$ cat src/rtl/pmr_pkg.sv
package pmr_pkg;

  typedef enum logic {
    PMR_IDLE = 1'b0,
    PMR_WAIT = 1'b1
  } pmr_state_e;

  // A programmed count of zero is treated as the smallest legal count.
  function automatic int unsigned min_one(input int unsigned v);
    return (v == 0) ? 1 : v;
  endfunction

  // Idle timeout fires on the cycle that would reach the limit.
  function automatic bit idle_expired(input int unsigned idle_cnt,
                                      input int unsigned limit);
    return idle_cnt + 1 >= min_one(limit);
  endfunction

endpackage

$ cat src/rtl/pmr_wait_timer.sv
module pmr_wait_timer #(
  parameter int CNT_W = 8
) (
  input  logic             clk,
  input  logic             rst_n,
  input  logic             load,
  input  logic [CNT_W-1:0] load_val,
  output logic             running,
  output logic             expire
);
  import pmr_pkg::*;

  logic [CNT_W-1:0] cnt_q;
  logic             run_q;
  logic [CNT_W-1:0] eff_val;

  assign eff_val = CNT_W'(min_one(32'(load_val)));
  assign running = run_q;
  assign expire  = run_q && (cnt_q == CNT_W'(1));

  always_ff @(posedge clk or negedge rst_n) begin
    if (!rst_n) begin
      cnt_q <= '0;
      run_q <= 1'b0;
    end else if (load) begin
      cnt_q <= eff_val;
      run_q <= 1'b1;
    end else if (expire) begin
      cnt_q <= '0;
      run_q <= 1'b0;
    end else if (run_q) begin
      cnt_q <= cnt_q - CNT_W'(1);
    end
  end

  // a running count never sits at zero, even when zero was programmed
  assert_count_nonzero_R5: assert property (@(posedge clk) disable iff (!rst_n)
    run_q |-> (cnt_q != '0));

  // a load always starts a wait
  assert_load_starts_R2: assert property (@(posedge clk) disable iff (!rst_n)
    load |=> running);

endmodule

$ cat src/rtl/pmr_page_track.sv
module pmr_page_track #(
  parameter int PG_W   = 17,
  parameter int IDLE_W = 16
) (
  input  logic              clk,
  input  logic              rst_n,
  input  logic              start,
  input  logic              busy,
  input  logic [PG_W-1:0]   req_page,
  input  logic              release_in,
  input  logic [IDLE_W-1:0] idle_limit,
  output logic              hit,
  output logic              ce_on,
  output logic              hold
);
  import pmr_pkg::*;

  logic              open_q;
  logic [PG_W-1:0]   page_q;
  logic [IDLE_W-1:0] idle_q;
  logic              rel_pend_q;
  logic              idle_hit;
  logic              drop;

  assign idle_hit = idle_expired(32'(idle_q), 32'(idle_limit));
  assign drop     = open_q && !busy && !start &&
                    (rel_pend_q || release_in || idle_hit);
  assign hold     = release_in || rel_pend_q;
  assign hit      = open_q && (req_page == page_q);
  assign ce_on    = open_q;

  always_ff @(posedge clk or negedge rst_n) begin
    if (!rst_n) begin
      open_q     <= 1'b0;
      page_q     <= '0;
      idle_q     <= '0;
      rel_pend_q <= 1'b0;
    end else if (start) begin
      open_q <= 1'b1;
      page_q <= req_page;
      idle_q <= '0;
    end else if (busy) begin
      idle_q <= '0;
      if (release_in) rel_pend_q <= 1'b1;
    end else if (drop) begin
      open_q     <= 1'b0;
      idle_q     <= '0;
      rel_pend_q <= 1'b0;
    end else begin
      idle_q     <= open_q ? idle_q + IDLE_W'(1) : '0;
      rel_pend_q <= 1'b0;
    end
  end

  // chip enable is never dropped in the middle of an access
  assert_no_drop_busy_R10: assert property (@(posedge clk) disable iff (!rst_n)
    $fell(open_q) |-> !$past(busy));

  // a deferred release blocks new reads until it has been applied
  assert_pend_blocks_R10: assert property (@(posedge clk) disable iff (!rst_n)
    rel_pend_q |-> !start);

  // with a steady limit the idle count stays below it while the page is open
  assert_idle_bound_R9: assert property (@(posedge clk) disable iff (!rst_n)
    (open_q && !busy && $stable(idle_limit)) |->
      (32'(idle_q) < min_one(32'(idle_limit))));

endmodule

$ cat src/rtl/pmr_bus_seq.sv
module pmr_bus_seq #(
  parameter int AW = 20,
  parameter int DW = 16
) (
  input  logic          clk,
  input  logic          rst_n,
  input  logic          start,
  input  logic [AW:0]   req_addr,
  input  logic          req_byte,
  input  logic          expire,
  input  logic          ce_on,
  input  logic [DW-1:0] mem_dq,
  output logic          busy,
  output logic          mem_oe_n,
  output logic [AW-1:0] mem_addr,
  output logic          mem_lsb,
  output logic          mem_byte_n,
  output logic          rsp_valid,
  output logic [DW-1:0] rsp_data
);
  import pmr_pkg::*;

  localparam int BYTE_W = DW / 2;

  pmr_state_e    state_q;
  logic [AW-1:0] addr_q;
  logic          lsb_q;
  logic          byte_q;
  logic          oe_q;
  logic          rsp_q;
  logic [DW-1:0] data_q;
  logic [DW-1:0] sampled;

  assign sampled = byte_q ? DW'(mem_dq[BYTE_W-1:0]) : mem_dq;

  always_ff @(posedge clk or negedge rst_n) begin
    if (!rst_n) begin
      state_q <= PMR_IDLE;
      addr_q  <= '0;
      lsb_q   <= 1'b0;
      byte_q  <= 1'b0;
      oe_q    <= 1'b0;
      rsp_q   <= 1'b0;
      data_q  <= '0;
    end else begin
      rsp_q <= 1'b0;
      if (start) begin
        state_q <= PMR_WAIT;
        addr_q  <= req_addr[AW:1];
        lsb_q   <= req_byte & req_addr[0];
        byte_q  <= req_byte;
        oe_q    <= 1'b1;
      end else if (state_q == PMR_WAIT && expire) begin
        state_q <= PMR_IDLE;
        oe_q    <= 1'b0;
        rsp_q   <= 1'b1;
        data_q  <= sampled;
      end
    end
  end

  assign busy       = (state_q == PMR_WAIT);
  assign mem_oe_n   = !oe_q;
  assign mem_addr   = addr_q;
  assign mem_lsb    = lsb_q;
  assign mem_byte_n = !byte_q;
  assign rsp_valid  = rsp_q;
  assign rsp_data   = data_q;

  // output enable only while the chip is selected
  assert_oe_under_ce_R8: assert property (@(posedge clk) disable iff (!rst_n)
    !mem_oe_n |-> ce_on);

  // address lines hold still through a wait
  assert_addr_hold_R8: assert property (@(posedge clk) disable iff (!rst_n)
    (busy && $past(busy)) |-> ($stable(mem_addr) && $stable(mem_lsb)));

  // an accepted read opens output enable at once
  assert_oe_on_start_R8: assert property (@(posedge clk) disable iff (!rst_n)
    start |=> !mem_oe_n);

  // one response cycle per read
  assert_rsp_pulse_R11: assert property (@(posedge clk) disable iff (!rst_n)
    rsp_valid |=> !rsp_valid);

  // the timer only expires inside an access
  assert_expire_in_access_R2: assert property (@(posedge clk) disable iff (!rst_n)
    expire |-> busy);

endmodule

$ cat src/rtl/pmr_ctrl.sv
module pmr_ctrl #(
  parameter int AW         = 20,
  parameter int DW         = 16,
  parameter int WORD_SEL_W = 3,
  parameter int CNT_W      = 8,
  parameter int IDLE_W     = 16
) (
  input  logic              clk,
  input  logic              rst_n,
  input  logic              req_valid,
  output logic              req_ready,
  input  logic [AW:0]       req_addr,
  input  logic              req_byte,
  output logic              rsp_valid,
  output logic [DW-1:0]     rsp_data,
  input  logic [CNT_W-1:0]  cfg_init_wait,
  input  logic [CNT_W-1:0]  cfg_page_wait,
  input  logic [IDLE_W-1:0] cfg_idle_limit,
  input  logic              release_in,
  output logic              mem_ce_n,
  output logic              mem_oe_n,
  output logic [AW-1:0]     mem_addr,
  output logic              mem_lsb,
  output logic              mem_byte_n,
  input  logic [DW-1:0]     mem_dq
);

  localparam int PG_W = AW - WORD_SEL_W;

  logic             busy;
  logic             start;
  logic             hit;
  logic             ce_on;
  logic             hold;
  logic             expire;
  logic             timer_run;
  logic [PG_W-1:0]  req_page;
  logic [CNT_W-1:0] wait_sel;

  assign req_page  = req_addr[AW:WORD_SEL_W+1];
  assign wait_sel  = hit ? cfg_page_wait : cfg_init_wait;
  assign req_ready = !busy && !hold;
  assign start     = req_valid && req_ready;
  assign mem_ce_n  = !ce_on;

  pmr_page_track #(
    .PG_W  (PG_W),
    .IDLE_W(IDLE_W)
  ) u_track (
    .clk       (clk),
    .rst_n     (rst_n),
    .start     (start),
    .busy      (busy),
    .req_page  (req_page),
    .release_in(release_in),
    .idle_limit(cfg_idle_limit),
    .hit       (hit),
    .ce_on     (ce_on),
    .hold      (hold)
  );

  pmr_wait_timer #(
    .CNT_W(CNT_W)
  ) u_timer (
    .clk     (clk),
    .rst_n   (rst_n),
    .load    (start),
    .load_val(wait_sel),
    .running (timer_run),
    .expire  (expire)
  );

  pmr_bus_seq #(
    .AW(AW),
    .DW(DW)
  ) u_bus (
    .clk       (clk),
    .rst_n     (rst_n),
    .start     (start),
    .req_addr  (req_addr),
    .req_byte  (req_byte),
    .expire    (expire),
    .ce_on     (ce_on),
    .mem_dq    (mem_dq),
    .busy      (busy),
    .mem_oe_n  (mem_oe_n),
    .mem_addr  (mem_addr),
    .mem_lsb   (mem_lsb),
    .mem_byte_n(mem_byte_n),
    .rsp_valid (rsp_valid),
    .rsp_data  (rsp_data)
  );

  // after acceptance the controller refuses further reads
  assert_ready_drop_R11: assert property (@(posedge clk) disable iff (!rst_n)
    start |=> !req_ready);

  // the bus sequencer and the timer agree on when an access runs
  assert_timer_tracks_bus_R2: assert property (@(posedge clk) disable iff (!rst_n)
    timer_run |-> busy);

endmodule

$ cat config.mk
export PLATFORM = sky130hd
export DESIGN_NAME = pmr_ctrl
export DESIGN_NICKNAME = d
export VERILOG_FILES = /design/src/rtl/pmr_pkg.sv /design/src/rtl/pmr_wait_timer.sv /design/src/rtl/pmr_page_track.sv /design/src/rtl/pmr_bus_seq.sv /design/src/rtl/pmr_ctrl.sv
export SDC_FILE = /design/constraint.sdc
export NUM_CORES = 1
export LEC_CHECK = 0
export BUFFER_PORTS_ARGS = -buffer_cell sky130_fd_sc_hd__buf_2
export CAP_MARGIN = 20
export CORE_MARGIN = 1.5
export CORE_UTILIZATION = 47
export DETAILED_ROUTE_END_ITERATION = 8
export PLACE_DENSITY_LB_ADDON = 0.12
export SYNTH_ARGS = -nofsm -noshare
export SYNTH_HDL_FRONTEND = slang
export SYNTH_SLANG_ARGS = --single-unit
$ cat constraint.sdc
create_clock -name clk -period 2.8 [get_ports clk]
set_input_delay 0.14 -clock clk [delete_from_list [all_inputs] [get_ports clk]]
set_output_delay 0.14 -clock clk [all_outputs]
set_load 0.03 [all_outputs]
# After elaboration in Yosys (flattened, before gate mapping)
# Index checks and enable logic that the tools add are counted.
[op_classes]
reduce_logical = 24
add_sub_neg = 3
eq_ne = 4
n_lt_le_gt_ge = 1
mux = 22
bitwise = 2
[ops]
columns = ["operator", "n"]
rows = [
  ["2-to-1 mux 16 bit", 6],
  ["2-to-1 mux 8 bit", 5],
  ["greater-or-equal comparator 32 bit", 1],
  ["adder 16 x 1 -> 17 bit, second input constant", 1],
  ["equality test 17 bit", 1],
  ["adder 16 x 1 -> 16 bit, second input constant", 1],
  ["logical NOT 16 bit", 1],
  ["2-to-1 mux 1 bit", 11],
  ["equality test 8 x 1 -> 1 bit, second input constant", 1],
  ["logical AND 1 bit", 8],
  ["logical NOT 8 bit", 1],
  ["subtractor 8 x 1 -> 8 bit, second input constant", 1],
  ["AND reduction 2 bit", 3],
  ["nonzero test 2 bit", 3],
  ["logical NOT 1 bit", 5],
  ["!= test 2 bit, second input constant", 2],
  ["nonzero test 3 bit", 1],
  ["logical OR 1 bit", 2],
  ["bitwise AND 1 bit", 1],
  ["inverter 1 bit", 1],
]
[word_totals]
regBits = 84
inputBits = 74
wordCells = 68
output_inout_bits = 42

# Depth between registers and ports, before layout
# Gate-level depths: netlist of the first run.
[depth]
ltp_word = 10
mapped_depth = 13
mapped_depth_nobuf = 11

# Hierarchy
# From an unflattened synthesis of the first run, not the netlist that was laid out.
[hier_totals]
hier_cells = 382
hier_area_um2 = 4604.4
[modules_own_cells]
columns = ["module", "seq_area_each_um2", "n_inst", "cells_each", "area_each_um2"]
rows = [
  ["pmr_page_track", 875.8, 1, 209, 2289.7],
  ["pmr_bus_seq", 1001.0, 1, 98, 1584.0],
  ["pmr_wait_timer", 225.2, 1, 63, 584.3],
  ["pmr_ctrl", 0.0, 1, 12, 146.4],
]

# Least setup slack after synthesis of the first run
# OpenSTA, ideal clock, no wires.
[synth_timing]
kind = "register -> register"
startpoint = "reg u_track.idle_q[0]"
endpoint = "reg u_track.idle_q[10]"
setup_ps = 122
t_required_ps = 2678
path_slack_ps = -269
t_arrival_ps = 2948
synth_period_minus_slack_ps = 3069
path_stages_with_launch = 14
n_path_buf = 2
cell_sequence = "dfrtp_1 > ha_1 > and4_1 > and2_1 > clkbuf_1 > nand3_1 > xnor2_1 > ha_1 > nand4_1 > or3_1 > or4_1 > nand4_1 > buf_2 > nor2b_1"
[synth_via]
elab_chain_cells = 7
elab_cells_between_ends = 9
cone_classes = "add/sub: 2; order compare: 1; mux: 4; reduce/logical: 2"
[synth_lines]
columns = ["item", "line", "text"]
rows = [
  ["start, declared", "pmr_page_track.sv:20", "logic [IDLE_W-1:0] idle_q;"],
  ["start signal, assigned", "pmr_page_track.sv:50", "idle_q <= open_q ? idle_q + IDLE_W'(1) : '0;"],
  ["adder 16 x 1 -> 17 bit", "pmr_pkg.sv:16", "return idle_cnt + 1 >= min_one(limit);"],
  ["greater-or-equal comparator 32 bit", "pmr_pkg.sv:16", ""],
  ["logical OR 1 bit", "pmr_page_track.sv:27", "(rel_pend_q || release_in || idle_hit);"],
  ["logical AND 1 bit", "pmr_page_track.sv:26", "assign drop = open_q && !busy && !start &&"],
  ["2-to-1 mux 16 bit (*)", "pmr_page_track.sv:45", "end else if (drop) begin"],
  ["2-to-1 mux 16 bit (*)", "pmr_page_track.sv:42", "end else if (busy) begin"],
  ["2-to-1 mux 16 bit (*)", "pmr_page_track.sv:38", "end else if (start) begin"],
]
# Every way passes the cells marked *; elsewhere a longest branch is shown, timed or not.
# A chain may end at the register's enable or synchronous reset.

# Final worst setup path of the first run
[layout_timing]
startpoint = "reg u_track.idle_q[1]"
endpoint = "reg u_track.idle_q[14]"
# The elaborated chain is that of the path after synthesis.

==> results.md, run 1 <==
- For this design the ratio of total power to cell area is 890 mW/mm².
- The post-synthesis to final-layout area growth is 31.2%.
- The number of iterations in the first detailed-routing pass is 4.
- The clock latency on the worst-skew pair is approximately 350 ps.
- The share of total power dissipated in sequential elements is 0.360.
- The most critical setup path has its startpoint at u_track.idle_q[1].
- In the final layout, the share of cells above drive strength 1 is 0.303.
- The startpoint of the most critical register-to-register path is u_track.idle_q[1].
- The initial antenna violation count is 0.
- By instance count, the leading cell after synthesis is nand2_1.
- The top-area cell type share of the netlist area is 0.446.
- 116 I/O pins were placed.
- The clock transition at the registers of the reported paths is 70 ps.
- The global-route wire length before repair is about 16 mm.
- In this run the most critical hold path is launched from req_addr[20].
- After floorplanning, the core was divided into 32 placement rows.
- In the global route stage, overall resource usage came out at 0.237.
- In this run the worst hold path is classified as in2reg.
- The post-detailed-route DRC marker count is 0.
- In the synthesized netlist, the cells that appear most often are nand2_1 (98), dfrtp_1 (67), xnor2_1 (25), inv_1 (22), ha_1 (19).
- Entering global routing, the biggest net connects 38 pins.
- The number of hold violations in the final report is 0.
- The post-route clock period utilization is 1.02.
- The horizontal extent of the die is 92.5 µm.
- The net switching power of the design is 1840 µW.
- The largest total area in the synthesized netlist belongs to dfrtp_1.
- The number of pins exceeding their max-slew limit in the final report is 0.
- The repair_antennas step left the layout with diodes totalling 0.
- The element type at the critical path end is a flip-flop.
- The net switching share of the total power is 0.418.
- Of the total power, the clock network draws 0.229.
- The met2 wirelength from detailed routing is 4.64 mm.
- The combinational share of power is 0.411.
- STA classifies the critical path startpoint as a flip-flop.
- For the worst setup path, the data required time is approximately 3000 ps.
- Cell internal power was estimated by the tool at 2550 µW.
- The total power is 4390 µW.
- The synthesized netlist occupies a cell area of 0.00376 mm².
- After synthesis, the cell types taking the most area are dfrtp_1 (45%), nand2_1 (9.8%), ha_1 (6.3%).
- The final standard cell utilization of the core is 0.639.
- In the final timing run, aggregate negative setup slack is -567 ps.
- The number of global-route vias before repair is 3500.
- In this run the clock root is driven by a clkbuf_8.
- The via count of the routed design is 3458.
- The worst setup skew after layout is just under 10 ps.
- The filler cell count is 690.
- After detailed routing, the met3 layer carries 450 µm of wire.
- IR analysis of the VDD net gives a maximum drop of 583 µV.
- The floorplan step defined a die boundary enclosing approximately 0.0085 mm².
- Counting flops with a built-in enable in the synthesized netlist gives 0.
- Dividing the detail-routed wire length by the instance count gives 14.1 µm.
- At the pin with the least slew margin, the transition time is 827 ps.
- After routing the design area is around 0.005 mm².
- The number of distinct standard cells referenced by the synthesized netlist is 46.
- Static timing analysis puts the maximum clock frequency at 0.351 GHz.
- The synthesized area divided by synthesized cell count is about 9 µm².
- The number of DRC markers after the initial detailed-route iteration is 117.
- The area of the placeable core is between 0.007 and 0.008 mm².
- Setup violations remaining at the end of the flow were counted as 16.
- The total number of H-tree levels is 3.
- The max-capacitance violation count is 0.
- The remaining max-slew budget at the tightest pin is 0.449.
- The run finished, with violations left.
- The count of antenna-violating nets left after detailed routing is 0.
- The ratio of routed vias to standard cells is ~5.2.
- The warning count from the yosys run is 0.
- For this design, the sink count on the clock tree is 67.
- The peak fanout along the critical path is 8.
- The wire length the detailed router placed on met1 is 4.07 mm.
- The net count after synthesis is 511.
- The starting density of the core is 0.487.
- The congestion estimate from routability-driven global placement came to roughly 0.85.
- The checks that failed: setup timing.
- The total wire length after detailed routing is 9.33 mm.
- The number of nets in the layout is approximately 650.
- Setup repair after global routing could not meet its margin everywhere.
- In the post-route analysis, the smallest setup slack over all paths is -48.1 ps.
- The time the worst path needs with I/O delays and setup is between 2000 and 3000 ps.
- The placed wire-length estimate is 7.01 mm.
- The detailed router used layers up to and including met4.
- For the worst setup path, the data arrival time is 3080 ps.
- The CTS tree is done.
- The largest buffer count on any clock path is 2.
- The overall die height is 92.5 µm.
- The share of the yosys chip area belonging to registers is 0.446.
- During placement, the flow inserted port buffers numbering 115.
- The post-synthesis sequential element count is 67.
- The critical path in this run is classified as reg2reg.
- The number of clock buffers added by TritonCTS is 9.
- The flip-flop cell with the highest count after synthesis is dfrtp_1.
- After global routing the overflow that remains totals 0.
- In the synthesized netlist the async set-or-reset flop fraction comes to 1.00.
- The placement-stage cell area is 0.00456 mm².
- The instance count of the mapped netlist is approximately 420.
- The worst hold slack after final layout is 10.7 ps.
- For this design the static power due to leakage is between 0.002 and 0.0025 µW.
==> sequential cells by signal, summed over array words and instances, names as in the netlist, 3 cells and up <==
| register | flops |
|---|---|
| u_track.page_q | 17 |
| u_bus.rsp_data | 16 |
| u_track.idle_q | 16 |
| u_timer.cnt_q | 8 |
| u_bus.mem_addr | 3 |
==> timing repair <==
action,in CTS,in global routing
hold endpoints to repair,43,0
resized for setup,7,0
pin swaps,9,0
setup buffers,2,0
setup endpoints to repair,17,17
hold buffers,9,0
==> worst paths after layout <==
kind                                      end  slack [ps]  cells past startpoint
setup / recovery           u_track.idle_q[14]         -50                     12
hold / removal             u_track.page_q[16]          10                      3
setup reg to reg           u_track.idle_q[14]         -50                     12
hold reg to reg                 u_bus.mem_lsb         470                      2
max in group asynchronous  u_track.page_q[13]        1700                      3
min in group asynchronous   u_track.idle_q[7]         430                      2
==> cells in the final DEF, fill, tap and decap left out, types with 3 or more instances in the layout <==
cell,Yosys,routed
or3_1,4,4
buf_4,0,15
clkbuf_8,0,10
nor2_1,15,15
nor3_1,10,10
inv_1,22,22
o211ai_1,4,4
a221oi_1,3,3
dlygate4sd3_1,0,9
and2_1,4,3
o21ai_0,14,14
xnor2_1,25,25
ha_1,19,18
nand3_1,13,10
nand3_2,0,3
nand2_1,98,98
mux2_2,8,8
buf_2,4,115
a21oi_1,13,13
and3_1,5,4
or4_1,4,3
a21o_1,3,3
xor2_1,6,6
dfrtp_1,67,67
bufinv_16,0,3
nor4_1,5,5
nor2b_1,14,14
nand2b_1,3,3
nand4_1,16,16
==> cell families (layout without fill, tap and decap cells) <==
family / after synthesis / in the layout / synth area share
adders and majority gates: 19 / 19 / 0.0632
DFF: 67 / 67 / 0.446
AOI/OAI and AO/OA: 52 / 52 / 0.0865
buffers and inverters: 38 / 181 / 0.0393
muxes: 10 / 10 / 0.0293
xor gates and xnor gates: 31 / 31 / 0.0722
and+or+nand+nor: 201 / 201 / 0.264
==> cell type report <==
type | instances | area [µm²] | share of cell area
sequential | 67 | 1680 | 0.340
clock buffer | 10 | 138 | 0.0279
multi-input combinational | 313 | 1970 | 0.400
clock inverter | 6 | 113 | 0.0228
inverter | 23 | 86.3 | 0.0175
tap | 102 | 128 | 0.0259
timing repair buffer | 142 | 821 | 0.166
==> critical path, stage by stage (launching register included) <==
cell	delay [ps]
dfrtp_1	350
ha_2	170
and4_1	190
and2_4	190
nand3_2	80
xnor2_1	140
ha_1	320
nand4_1	120
or3_1	380
or4_4	420
nand4_1	160
buf_6	150
nor2b_1	50
==> layer usage <==
layer / up-vias / GRT usage
met3: 16 / 0.0443
met5: - / 0
met2: 97 / 0.406
li1: 1717 / -
met1: 1628 / 0.290
met4: 0 / 0.104
==> metrics by stage <==
| step | std cells | setup slack (ps) |
|---|---|---|
| after detailed placement | 636 | -172 |
| after global routing | 663 | -187 |
| after global placement | 636 | -88.2 |
| final | 663 | -48.1 |
| after floorplan | 418 | -143 |
| after CTS | 663 | -45.7 |
==> power groups by stage <==
stage / clock [µW] / combinational [µW] / sequential (µW)
floorplan: 0 / 789 / 2040
global placement: 0 / 1770 / 1580
detailed placement: 0 / 1800 / 1600
CTS: 1020 / 1820 / 1580
global route: 1060 / 1980 / 1630
finish: 1010 / 1800 / 1580
Note: power is estimated with default switching activity, not from simulation.
==> inputs of run 2 (changes only) <==
--- a/config.mk
+++ b/config.mk
@@ -5,10 +5,11 @@
 export SDC_FILE = /design/constraint.sdc
 export NUM_CORES = 1
 export LEC_CHECK = 0
+export ABC_AREA = 1
 export BUFFER_PORTS_ARGS = -buffer_cell sky130_fd_sc_hd__buf_2
 export CAP_MARGIN = 20
 export CORE_MARGIN = 1.5
-export CORE_UTILIZATION = 47
+export CORE_UTILIZATION = 48
 export DETAILED_ROUTE_END_ITERATION = 8
 export PLACE_DENSITY_LB_ADDON = 0.12
 export SYNTH_ARGS = -nofsm -noshare
==> run 2 against run 1 <==
  * The run still ends with setup timing left
  * Sequential share of layout area fell by 2.6 points
  * Area after synthesis rose by 9.3%
  * Die area rose by 6.8%
  * Flip-flop and latch count did not move
  * Clock-buffer cell count fell by 1
  * Register-to-register slack got worse by 30 ps
  * Non-clock buffer count rose by 5
==> results.md, run 2 <==
- Outcome: finished, violations left (unchanged).
- Violated checks: setup timing (unchanged).
- The number of flops mapped to enable cells by yosys was 0 (unchanged).
- The number of hold violations in the final report is 0 (unchanged).
- The total wire length after detailed routing was 9.53 mm (was 9.33 mm).
- The final instance area is 0.00535 mm² (was 0.00494 mm²).
- The peak clock frequency supported by timing is 0.348 GHz (was 0.351 GHz).
- The total inserted antenna cells is 0 (unchanged).
- The global-route track usage on met2 is 0.385 (was 0.406).
- The total of endpoints with negative setup slack in the final report came to 17 (was 16).
- Synth area leaders: dfrtp_1 (41%), nand2_1 (16%), inv_1 (9.7%) (was dfrtp_1 (45%), nand2_1 (9.8%), ha_1 (6.3%)).
- The post-route clock period utilization was 1.03 (was 1.02).
- The depth of the worst hold-timing path is 3 (unchanged).
- The number of global-route vias before repair is 3582 (was 3500).
- The final worst setup slack was -75.8 ps (was -48.1 ps).
- The post-synthesis sequential element count came to 67 (unchanged).
- The number of DRC markers after the initial detailed-route iteration is 97 (was 117).
- The flip-flop count of the largest register after layout is 17 (unchanged).
- The placement-stage cell area is 0.00485 mm² (was 0.00456 mm²).
- The count of antenna-violating nets left after detailed routing is 0 (unchanged).
- The power density over cell area is 808 mW/mm² (was 890 mW/mm²).
- The number of pins exceeding their max-slew limit in the final report was 0 (unchanged).
- The die area is 0.00913 mm² (was 0.00855 mm²).
- The residual overflow from global routing was 0 (unchanged).
- The most frequent cell after synthesis is nand2_1 (unchanged).
- The top-level port count came to 116 (unchanged).
- The wire length per cell is 11.8 µm (was 14.1 µm).
- The ratio of routed vias to standard cells is 4.73 (was 5.22).
- The end of the critical path is u_track.idle_q[3] (was u_track.idle_q[14]).
- The total number of H-tree levels is 3 (unchanged).
- The global-route wire length before repair is 15.5 mm (was 15.9 mm).
- The TritonCTS buffer count was 9 (unchanged).
- The root cell of the clock tree is clkbuf_8 (unchanged).
- The timing startpoint of the critical path is u_track.idle_q[0] (was u_track.idle_q[1]).
- The floorplan row count was 33 (was 32).
- Leading cell types in the layout, fill and taps excluded: nand2_1 (169), buf_2 (115), inv_1 (106) (was buf_2 (115), nand2_1 (98), dfrtp_1 (67)).
- The critical path launch point type was a flip-flop (unchanged).
- The peak fanout along the critical path is 10 (was 8).
- The kind of path behind the tightest hold check is in2reg (unchanged).
- The time the worst path needs with I/O delays and setup was 2880 ps (was 2850 ps).
- The arrival time of data at the critical path endpoint was 3150 ps (was 3080 ps).
- The leakage power was 0.00304 µW (was 0.00249 µW).
- The area of the placeable core is 0.00826 mm² (was 0.00773 mm²).
- The number of nets in the layout is 788 (was 649).
- The register containing the most flip-flops in the final layout is u_track.page_q (unchanged).
- The clock latency on the worst-skew pair is 350 ps (about the same).
- The critical-path cell with the highest stage delay is dfrtp_1 (was or4_4).
- The instance count of the mapped netlist is 544 (was 418).
- The placed wire-length estimate is 7.11 mm (was 7.01 mm).
- The worst vdd rail ir drop is 491 µV (was 583 µV).
- The netlist area before placement is 0.00411 mm² (was 0.00376 mm²).
- The overall die height is 95.6 µm (was 92.5 µm).
- The starting density of the core is 0.498 (was 0.487).
- Unrepaired setup endpoints after global routing: true (unchanged).
- The net count after synthesis is 637 (was 511).
- The share of synthesized registers carrying an async set or reset is 1.00 (unchanged).
- The final weighted congestion in routability-driven placement is 0.836 (was 0.848).
- The cell type contributing the most total cell area after synthesis was dfrtp_1 (unchanged).
- The routing usage on met1 is 0.266 (was 0.290).
- The global routing usage summed across all routing layers was 0.222 (was 0.237).
- The number of clock sinks is 67 (unchanged).
- The pin count of the biggest net entering global routing is 36 (was 38).
- The number of buffer cells added on primary ports came to 115 (unchanged).
- The remaining max-slew budget at the tightest pin is 0.472 (was 0.449).
- Top post-synthesis cells by count: nand2_1 (172), inv_1 (106), dfrtp_1 (67), nor2_1 (29), o21ai_0 (28) (was nand2_1 (98), dfrtp_1 (67), xnor2_1 (25), inv_1 (22), ha_1 (19)).
- The measured slew at the worst slew-check pin was 792 ps (was 827 ps).
- The max-capacitance violation count was 0 (unchanged).
- The horizontal extent of the die is 95.6 µm (was 92.5 µm).
- The post-detailed-route DRC marker count is 0 (unchanged).
- The clock transition at the registers of the reported paths is 70 ps (about the same).
- The worst setup skew after layout is 9.29 ps (was 9.77 ps).
- The share of the yosys chip area belonging to registers came to 0.408 (was 0.446).
- Crit path cell chain: buf_4 > and3_4 > nand2_4 > nor4_4 > nand2_2 > nor2_4 > nand2_2 > xor2_2 > ha_1 > a211oi_2 > nand3_1 > a41oi_2 > nand3b_4 > buf_12 > nor2_2 (was ha_2 > and4_1 > and2_4 > nand3_2 > xnor2_1 > ha_1 > nand4_1 > or3_1 > or4_4 > nand4_1 > buf_6 > nor2b_1).
- The top-area cell type share of the netlist area is 0.408 (was 0.446).
- The minimum setup slack among reg-to-reg paths came to -80 ps (was -50 ps).
- The largest stage delay on the critical path was 360 ps (was 420 ps).
- The flip-flop cell with the highest count after synthesis is dfrtp_1 (unchanged).
- The CTS tree is done (unchanged).
- The post-synthesis to final-layout area growth was 30.1% (was 31.2%).
- The startpoint of the most critical register-to-register path is u_track.idle_q[0] (was u_track.idle_q[1]).
- The final standard cell utilization of the core is 0.648 (was 0.639).
- The required time at the worst-slack endpoint came to 3080 ps (was 3030 ps).
- The busiest layer in global routing was met2 (unchanged).
- The worst hold slack after final layout was 19.5 ps (was 10.7 ps).
- The initial antenna violation count was 0 (unchanged).
- The reg-to-reg endpoint is u_track.idle_q[3] (was u_track.idle_q[14]).
- The largest buffer count on any clock path is 2 (unchanged).
- The number of distinct standard cells referenced by the synthesized netlist was 37 (was 46).
- The count of cells along the worst register-to-register path is 15 (was 12).
- The type of the setup path with the least slack is reg2reg (unchanged).
- The fraction of met3 tracks used by global routing is 0.0391 (was 0.0443).
- The synthesized area divided by synthesized cell count is 7.56 µm² (was 9.00 µm²).
- The via count of the routed design is 3811 (was 3458).
- The cell repeated most along the worst path is nand2_2 (was nand4_1).
- The warning count from the yosys run came to 0 (unchanged).
- The placement-stage worst setup slack is -105 ps (was -172 ps).
- The filler cell count is 717 (was 690).
- The number of iterations in the first detailed-routing pass is 4 (unchanged).
- The fraction of layout instances using a drive strength above 1 is 0.287 (was 0.303).
- The most common cell after layout, fill and taps aside is nand2_1 (was buf_2).
- The element type at the critical path end is a flip-flop (unchanged).
run 2: metal layers:
layer / share of wire / wire length (µm)
met5: 0 / 0
met4: 0.020 / 187
met3: 0.047 / 447
met2: 0.49 / 4650
met1: 0.45 / 4250
run 2: layout make-up:
type                       count  area, µm²  share of cell area
inverter                     111        417              0.0779
timing repair buffer         147        887               0.166
multi-input combinational    359       2030               0.380
clock buffer                   9        124              0.0232
tap                          105        131              0.0246
sequential                    67       1680               0.313
clock inverter                 7       81.3              0.0152
run 2: cells by family (layout without fill, tap and decap cells):
family | count (synthesis) | after routing | share of synthesized area
AO/OA/AOI/OAI | 48 | 48 | 0.0706
XOR/XNOR | 17 | 17 | 0.0380
adder cells (fa/ha/maj) | 19 | 19 | 0.0578
buffers and inverters | 118 | 274 | 0.112
flip-flops | 67 | 67 | 0.408
AND/OR/NAND/NOR | 275 | 275 | 0.313
run 2: worst min path at each step:
stage	start	end
after floorplan	rst_n	u_bus.busy
after global placement	rst_n	u_bus.rsp_data[1]
after detailed placement	rst_n	u_bus.rsp_data[1]
after CTS	mem_dq[12]	u_bus.rsp_data[12]
after global routing	req_addr[20]	u_track.page_q[16]
final	req_addr[20]	u_track.page_q[16]
run 2: stage by stage:
stage               std cells  total power (µW)  setup TNS, ps
finish                    805              4320           -890
detailed placement        766              3480          -1290
global route              805              4670          -4160
floorplan                 544              2900              0
CTS                       803              4360              0
global placement          766              3430              0
run 2: repair_timing:
item / CTS / global route
hold endpoints to repair: 50 / 0
endpoints found under the setup margin: 17 / 17
setup buffers: 4 / 2
hold buffers: 17 / 0
pin swaps: 2 / 8
resized for setup: 3 / 13
run 2: critical path, delay by kind of cell (launching register included):
family / cells / cell delay (ps)
flops: 1 / 360
fa+ha+maj: 1 / 310
xor+xnor: 1 / 160
compound gates: 2 / 440
simple gates: 9 / 1260
buf+inv: 2 / 270
run 2: power breakdown:
| part | leakage, µW | switching [µW] | internal, µW |
|---|---|---|---|
| registers | 0.000840 | 251 | 1310 |
| clock network | 0.000101 | 419 | 425 |
| logic | 0.00210 | 1290 | 629 |
